**config.mk**
```make
export PLATFORM = sky130hd
export DESIGN_NAME = pmux_tree
export DESIGN_NICKNAME = d
export VERILOG_FILES = /design/src/rtl/pmux_pkg.sv /design/src/rtl/pmux_leaf.sv /design/src/rtl/pmux_stage.sv /design/src/rtl/pmux_tree.sv
export SDC_FILE = /design/constraint.sdc
export NUM_CORES = 1
export LEC_CHECK = 0
export BUFFER_PORTS_ARGS = -buffer_cell sky130_fd_sc_hd__buf_2
export CAP_MARGIN = 20
export CELL_PAD_IN_SITES_DETAIL_PLACEMENT = 0
export CELL_PAD_IN_SITES_GLOBAL_PLACEMENT = 1
export CORE_MARGIN = 2
export CORE_UTILIZATION = 30
export DETAILED_ROUTE_END_ITERATION = 8
export PLACE_DENSITY = 0.65
export SLEW_MARGIN = 40
export SYNTH_ARGS = -nofsm -noshare
export SYNTH_HDL_FRONTEND = slang
export SYNTH_SLANG_ARGS = --single-unit
export TNS_END_PERCENT = 20
```
**constraint.sdc**
```tcl
create_clock -name clk -period 2 [get_ports clk]
set_clock_uncertainty 0.15 [all_clocks]
set_input_delay 0.3 -clock clk [delete_from_list [all_inputs] [get_ports clk]]
set_output_delay 0.3 -clock clk [all_outputs]
set_load 0.1 [all_outputs]
```
**src/rtl/pmux_pkg.sv**
```systemverilog
// Package: constant helpers shared by the multiplexer tree.
// Assumes: all arguments are positive elaboration-time integers.
package pmux_pkg;

    // Smallest r with 2**r >= v (at least 1 for v >= 2).
    function automatic int ceil_log2(input int v);
        int r;
        r = 0;
        while ((1 << r) < v) r++;
        return r;
    endfunction

    // Integer division rounded up.
    function automatic int ceil_div(input int a, input int b);
        return (a + b - 1) / b;
    endfunction

    // Word count entering stage s (s = 0 is the first stage).
    function automatic int words_at(input int n, input int k, input int s);
        int w;
        w = n;
        for (int i = 0; i < s; i++) w = ceil_div(w, k);
        return w;
    endfunction

    // Number of K-to-1 stages needed to reach a single word.
    function automatic int stage_count(input int n, input int k);
        int w;
        int c;
        w = n;
        c = 0;
        while (w > 1) begin
            w = ceil_div(w, k);
            c++;
        end
        return c;
    endfunction

    // True when a register bank follows zero-based stage s.
    function automatic bit bank_after(input int n, input int k, input int d, input int s);
        return (((s + 1) % d) == 0) && (words_at(n, k, s + 1) > 1);
    endfunction

    // True for powers of two of at least 2.
    function automatic bit is_pow2(input int v);
        return (v >= 2) && ((v & (v - 1)) == 0);
    endfunction

endpackage

```
**src/rtl/pmux_leaf.sv**
```systemverilog
// Module: pmux_leaf
// Passes one of K lanes of DW bits, chosen by a binary pick index.
// Built as a decoded AND-OR so that depth grows with log2(K) only.
// Assumes: K is a power of two, so every pick value names a lane.
module pmux_leaf #(
    parameter int K  = 4,
    parameter int DW = 8,
    localparam int PW = pmux_pkg::ceil_log2(K)
) (
    input  logic [K*DW-1:0] lanes,
    input  logic [PW-1:0]   pick,
    output logic [DW-1:0]   word
);

    logic [K-1:0]         hit;
    logic [K-1:0][DW-1:0] masked;

    // Decode the pick index and gate each lane by its hit bit.
    for (genvar g = 0; g < K; g++) begin : g_lane
        assign hit[g]    = (pick == PW'(g));
        assign masked[g] = lanes[g*DW +: DW] & {DW{hit[g]}};
    end

    // Merge the gated lanes into one word.
    always_comb begin
        word = '0;
        for (int i = 0; i < K; i++) word = word | masked[i];
    end

    // At most one lane may be enabled at a time.
    always_comb begin
        assert_lane_onehot_R1: assert ($onehot0(hit));
    end

endmodule

```
**src/rtl/pmux_stage.sv**
```systemverilog
// Module: pmux_stage
// One level of the tree. It zero-pads W_IN words up to a multiple of K and
// reduces each group of K words to one word, using the low selector slice.
// It forwards the high selector bits. With BANK set, both the words and the
// forwarded selector bits pass through one register bank.
// Assumes: SI_W >= log2(K). When SI_W equals log2(K), sel_out is a one-bit
// zero placeholder.
module pmux_stage #(
    parameter int DW   = 8,
    parameter int K    = 4,
    parameter int W_IN = 13,
    parameter int SI_W = 4,
    parameter bit BANK = 1'b1,
    localparam int PW    = pmux_pkg::ceil_log2(K),
    localparam int W_OUT = pmux_pkg::ceil_div(W_IN, K),
    localparam int SO_W  = (SI_W > PW) ? (SI_W - PW) : 1
) (
    input  logic                clk,
    input  logic                rst_n,
    input  logic [W_IN*DW-1:0]  din,
    input  logic [SI_W-1:0]     sel_in,
    output logic [W_OUT*DW-1:0] dout,
    output logic [SO_W-1:0]     sel_out
);

    localparam int W_PAD     = W_OUT * K;
    localparam int PAD       = W_PAD - W_IN;
    localparam int LAST_REAL = W_IN - (W_OUT - 1) * K;

    logic [W_PAD*DW-1:0] din_pad;
    logic [PW-1:0]       pick;
    logic [SO_W-1:0]     sel_hi;
    logic [W_OUT*DW-1:0] dcomb;

    // Extend the input with zero words at the high end.
    if (PAD > 0) begin : g_pad
        assign din_pad = {{(PAD*DW){1'b0}}, din};
    end else begin : g_nopad
        assign din_pad = din;
    end

    // Split the selector into this stage's slice and the remainder.
    assign pick = sel_in[PW-1:0];
    if (SI_W > PW) begin : g_selhi
        assign sel_hi = sel_in[SI_W-1:PW];
    end else begin : g_selend
        assign sel_hi = '0;
    end

    // One K-to-1 selector per group of K words.
    for (genvar g = 0; g < W_OUT; g++) begin : g_grp
        pmux_leaf #(.K(K), .DW(DW)) u_leaf (
            .lanes (din_pad[g*K*DW +: K*DW]),
            .pick  (pick),
            .word  (dcomb[g*DW +: DW])
        );
    end

    if (BANK) begin : g_bank
        logic [W_OUT*DW-1:0] dq;
        logic [SO_W-1:0]     sq;

        // Register the partial words together with the unused selector bits.
        always_ff @(posedge clk) begin
            if (!rst_n) begin
                dq <= '0;
                sq <= '0;
            end else begin
                dq <= dcomb;
                sq <= sel_hi;
            end
        end
        assign dout    = dq;
        assign sel_out = sq;

        // Words and selector remainder advance in the same cycle.
        assert_bank_carry_R6: assert property (@(posedge clk) disable iff (!rst_n)
            rst_n |=> (dout == $past(dcomb)) && (sel_out == $past(sel_hi)));
    end else begin : g_wire
        assign dout    = dcomb;
        assign sel_out = sel_hi;
    end

    if (LAST_REAL < K) begin : g_padchk
        // A pick that lands on a padded lane of the last group gives zero.
        assert_pad_zero_R2: assert property (@(posedge clk) disable iff (!rst_n)
            (pick >= PW'(LAST_REAL)) |-> (dcomb[(W_OUT-1)*DW +: DW] == '0));
    end

endmodule

```
**src/rtl/pmux_tree.sv**
```systemverilog
// Module: pmux_tree (top)
// N_WORDS-to-1 word selector built from K-to-1 stages, with a register bank
// after every DEPTH stages and optional input and output flops.
// Assumes: K is a power of two, K >= 2, N_WORDS >= 2 and DEPTH >= 1.
module pmux_tree #(
    parameter int N_WORDS = 32,
    parameter int DW      = 8,
    parameter int K       = 4,
    parameter int DEPTH   = 1,
    parameter bit IN_REG  = 1'b1,
    parameter bit OUT_REG = 1'b1,
    localparam int SEL_W  = pmux_pkg::ceil_log2(N_WORDS)
) (
    input  logic                  clk,
    input  logic                  rst_n,
    input  logic [N_WORDS*DW-1:0] data_in,
    input  logic [SEL_W-1:0]      sel_in,
    output logic [DW-1:0]         data_out
);

    localparam int PW     = pmux_pkg::ceil_log2(K);
    localparam int NSTG   = pmux_pkg::stage_count(N_WORDS, K);
    localparam int SELP_W = NSTG * PW;

    if (!pmux_pkg::is_pow2(K) || (N_WORDS < 2) || (DEPTH < 1)) begin : g_badcfg
        $error("pmux_tree: unsupported K, N_WORDS or DEPTH");
    end

    logic [N_WORDS*DW-1:0] data_q;
    logic [SEL_W-1:0]      sel_q;
    logic [SELP_W-1:0]     sel_p;
    logic [DW-1:0]         tree_out;

    if (IN_REG) begin : g_inreg
        logic [N_WORDS*DW-1:0] dq;
        logic [SEL_W-1:0]      sq;
        // Capture the data vector and the selector at the block edge.
        always_ff @(posedge clk) begin
            if (!rst_n) begin
                dq <= '0;
                sq <= '0;
            end else begin
                dq <= data_in;
                sq <= sel_in;
            end
        end
        assign data_q = dq;
        assign sel_q  = sq;
    end else begin : g_inwire
        assign data_q = data_in;
        assign sel_q  = sel_in;
    end

    // Zero-extend the selector to a whole number of per-stage slices.
    if (SELP_W > SEL_W) begin : g_selpad
        assign sel_p = {{(SELP_W-SEL_W){1'b0}}, sel_q};
    end else begin : g_selfit
        assign sel_p = sel_q;
    end

    for (genvar s = 0; s < NSTG; s++) begin : g_stage
        localparam int WI = pmux_pkg::words_at(N_WORDS, K, s);
        localparam int WO = pmux_pkg::ceil_div(WI, K);
        localparam int SI = SELP_W - s * PW;
        localparam int SO = (SI > PW) ? (SI - PW) : 1;

        logic [WI*DW-1:0] st_din;
        logic [SI-1:0]    st_sel;
        logic [WO*DW-1:0] st_dout;
        logic [SO-1:0]    st_selo;

        // Feed the stage from the block input or from the previous stage.
        if (s == 0) begin : g_first
            assign st_din = data_q;
            assign st_sel = sel_p;
        end else begin : g_next
            assign st_din = g_stage[s-1].st_dout;
            assign st_sel = g_stage[s-1].st_selo;
        end

        pmux_stage #(
            .DW   (DW),
            .K    (K),
            .W_IN (WI),
            .SI_W (SI),
            .BANK (pmux_pkg::bank_after(N_WORDS, K, DEPTH, s))
        ) u_stage (
            .clk     (clk),
            .rst_n   (rst_n),
            .din     (st_din),
            .sel_in  (st_sel),
            .dout    (st_dout),
            .sel_out (st_selo)
        );
    end

    assign tree_out = g_stage[NSTG-1].st_dout;

    if (OUT_REG) begin : g_outreg
        logic [DW-1:0] oq;
        // Hold the selected word for one cycle at the block edge.
        always_ff @(posedge clk) begin
            if (!rst_n) oq <= '0;
            else        oq <= tree_out;
        end
        assign data_out = oq;

        // An edge with reset low leaves a zero output.
        assert_reset_clear_R5: assert property (@(posedge clk)
            !rst_n |=> (data_out == '0));
    end else begin : g_outwire
        assign data_out = tree_out;
    end

endmodule

```
; ---- Word-level counts from Yosys, hierarchy flattened
; Index checks and enable logic that the tools add are counted.
[totals]
in_bits = 263
wordCells = 91
regBits = 355
output_inout_bits = 8
[op_classes]
bitwise_logic = 73
n_eq_ne = 7
reduce_logical = 3
[op_table]
columns = cell, n
row1 = AND 8 bit, 42
row2 = OR 8 bit, 31
row3 = "equality test 2 bit, second input constant", 4
row4 = "equality test 2 x 1 -> 1 bit, second input constant", 3
row5 = logical NOT 2 bit, 3

; ---- Depth between registers and ports, before layout
[depth]
word_depth = 5
mapped_depth = 5
depth_no_buf = 2

; ---- Hierarchy
; Synthesis repeated with hierarchy kept, for this count alone.
[unflattened]
cells_unflattened = 860
area_unflattened_um2 = 11969.0
[modules_own_cells]
columns = module, instances, area_per_inst_um2, cells_per_inst, seq_area_each_um2
row1 = pmux_tree, 1, 7359.6, 568, 5385.2
row2 = pmux_leaf, 11, 202.7, 10, 0.0
row3 = pmux_stage (g_stage[0].u_stage), 1, 1866.8, 143, 1361.3
row4 = pmux_stage (g_stage[1].u_stage), 1, 501.7, 37, 360.3
row5 = pmux_stage (g_stage[2].u_stage), 1, 11.3, 2, 0.0

; ---- Least setup slack after synthesis
; OpenSTA, ideal clock, no wires.
[synth_path]
path_type = register to output
start = register g_outreg.oq[0], in the netlist data_out[0]
end = output data_out[0]
path_slack_ns = 0.641
stages_incl_launch_ff = 1
arrival_ns = 0.909
path_buffers = 0
t_required_ns = 1.550
cell_sequence = dfxtp_1
[synth_rtl]
columns = item, line_no
row1 = "start, declared", pmux_tree.sv:100  ; logic [DW-1:0] oq;
row2 = "start signal, assigned", pmux_tree.sv:104  ; else oq <= tree_out;
row3 = "end, declared", pmux_tree.sv:18  ; output logic [DW-1:0] data_out
; No word-level cell between the ends.

; ---- Worst setup path in the final report
[layout_path]
start = register g_outreg.oq[5], in the netlist data_out[5]
end = output data_out[5]
; No word-level cell between the ends.

==> results.tsv <==
stage	metric	value	unit
outcome	status	complete, no violations	
cts	clk_latency	0.52	ns
routing	routed_wl	30300	µm
cts	cts_setup_buffers	0	
grt	grt_max_degree	191	
cells_and_area	drive_above_1_share	23.5	%
routing	drt-initial-drc-count	133	
grt	antenna_found_initial	0	
timing	tns	0	ns
floorplan	die_area	39800	µm²
worst_setup_path	cp.required	1.55	ns
cells_and_area	areaGrowthSynthToFinish	49.5	%
synthesis	yosys_warnings	0	
routing	ant_nets	0	
cts	cts.path.max_buffers	3	
grt	grt_pass1_wl	45700	µm
routing	drtPass1Iterations	4	
worst_setup_path	crit_buf_inv	1	
routing	routed_via_density	4.08	
timing	period_minus_slack	1.74	ns
timing	tightest_slew	0.697	ns
worst_setup_path	cpMaxStageDelayCell	buf_2	
worst_setup_path	arrival	1.29	ns
grt	grt.total_usage	15.0	%
worst_setup_path	cpLargestDelayFamily	buffers and inverters	
power	p_total	16.2	mW
worst_setup_path	cp_max_fo	1	
floorplan	initial_core_util	30.4	%
grt	first_global_vias	8662	
floorplan	die_w	199	µm
floorplan	ios	271	
floorplan	rows	71	
timing	post-route-period-util	86.9	%
routing	drc	0	
cts	cts_sinks	353	
timing	finalHoldViolCount	0	
cts	postCtsHoldBufs	262	
cts	clkTransAtPathRegs	0.06	ns
synthesis	synth-seq-area-share	61.7	%
timing	rsz0062_at_grt	false	
cts	cts_tree	done	
worst_hold_path	hp-class	reg2reg	
placement	dp_hpwl	18900	µm
timing	setup_viol	0	
routing	vias	8192	
grt	grt_remaining_overflow	0	
worst_setup_path	worstSetupStartpointType	flop	
cts	cts_buffers	39	
synthesis	avgSynthCellArea	12.1	µm²
synthesis	syn_inst	944	
floorplan	die_height	199	µm
cts	cts_resized	0	
power	p_per_area	945	nW/µm²
synthesis	synthDistinctLibCells	14	
cts	cts_max_level	2	
placement	placed_cell_area	13200	µm²
timing	relSlewSlack	53.5	%
placement	placement.io_buffers	270	
synthesis	synth-seq-cells	353	
placement	place_congestion	0.718	
cells_and_area	final_area	17100	µm²
timing	whs	0.280	ns
cts	clockRootBuffer	clkbuf_16	
worst_setup_path	slowest_delay	0.45	ns
worst_setup_path	crit_type	reg2out	
cells_and_area	num-nets-final	1729	
timing	fmaxAchievable	0.575	GHz
floorplan	core_area	37700	µm²
timing	slew_violations	0	
power	ir_drop	0.461	mV
synthesis	synth_area	11500	µm²
worst_setup_path	worstPathCellList	buf_2	
routing	wl_per_cell	15.1	µm
flow_run	maxCapViolCount	0	
worst_setup_path	cp-end-kind	output port	
power	p_leak	7.17	nW
cells_and_area	n_antenna_cell	0	
synthesis	syn_nets	1207	
## cells in the mapped netlist
cell        n  area (µm²)
nand2b_1    2        12.5
buf_8       5        75.1
clkbuf_2    1        5.00
nor2b_1     8        50.1
buf_4       4        30.0
o22ai_1    80         500
and2_1    265        1660
dfxtp_1   353        7070
nand2_1     2        7.51
mux2i_1   168        1680
buf_6       1        11.3
buf_12      8         160
buf_2      20         100
clkbuf_1   27         101
## placed cells by master (no fill, tap or decap), types with 2 or more instances in the layout
cell,netlist,final
mux2i_1,168,168
buf_4,4,8
o22ai_1,80,80
bufinv_16,0,3
nor2b_1,8,8
and2_1,265,265
clkinv_2,0,6
clkinvlp_4,0,2
buf_12,8,7
dfxtp_1,353,351
clkbuf_1,27,8
dlygate4sd3_1,0,262
buf_2,20,269
clkbuf_8,0,9
clkbuf_16,0,41
## worst paths after layout
kind	from	endpoint	slack [ns]	depth (start not counted)
setup / recovery	data_out[5]$_SDFF_PN0_	data_out[5]	0.26	1
setup reg to reg	g_inreg.sq[0]$_SDFF_PN0_	g_stage[0].u_stage.dout[22]$_SDFF_PN0_	0.43	4
hold / removal	g_inreg.sq[4]$_SDFF_PN0_	g_stage[0].u_stage.sel_out[2]$_SDFF_PN0_	0.28	1
hold reg to reg	g_inreg.sq[4]$_SDFF_PN0_	g_stage[0].u_stage.sel_out[2]$_SDFF_PN0_	0.28	1
## cell families (layout without fill, tap and decap cells)
| kind of cell | Yosys count | in the layout | share of synthesized area, % |
|---|---|---|---|
| AOI/OAI and AO/OA | 80 | 80 | 4.37 |
| and+or+nand+nor | 277 | 277 | 15.1 |
| muxes | 168 | 168 | 14.7 |
| buffers and inverters | 66 | 617 | 4.21 |
| DFF | 353 | 353 | 61.7 |
## power by group
| group | internal (mW) | total, mW | switching, mW |
|---|---|---|---|
| clock | 4.47 | 7.21 | 2.75 |
| sequential | 7.42 | 7.54 | 0.124 |
| combinational | 0.874 | 1.44 | 0.562 |
## flip-flops by register name, indices dropped and copies added (netlist names)
register and cells:
data_q 256, g_stage.u_stage.dout 80, g_stage.u_stage.sel_out 4, data_out 8, g_inreg.sq 5
## per-stage QoR
| step | utilization [%] | setup WS [ns] | cells |
|---|---|---|---|
| 5_1_grt | 45.5 | 0.222 | 2006 |
| 2_1_floorplan | - | 0.641 | 944 |
| 4_1_cts | 45.5 | 0.235 | 2006 |
| 6_report | 45.5 | 0.262 | 2006 |
| 3_5_place_dp | 35.0 | 0.422 | 1674 |
| 3_3_place_gp | 35.0 | 0.399 | 1674 |
## cell type report
type,instances,area (µm²)
sequential,353,7070
tap,511,639
multi-input combinational,525,3920
clock inverter,12,144
fill,3469,20500
clock buffer,58,1180
timing repair buffer,547,4180
## worst reg2reg max path, cell delays in order (launching register included)
cell	delay, ns
dfxtp_4	0.45
buf_12	0.26
buf_4	0.28
mux2i_1	0.20
o22ai_1	0.10
## layer usage
metal,GRT usage [%],wire length (µm)
met4,4.75,634
met2,26.1,14700
met3,2.80,1340
met5,0,0
met1,18.6,13600
No activity file was read; power rests on OpenSTA's default activity.
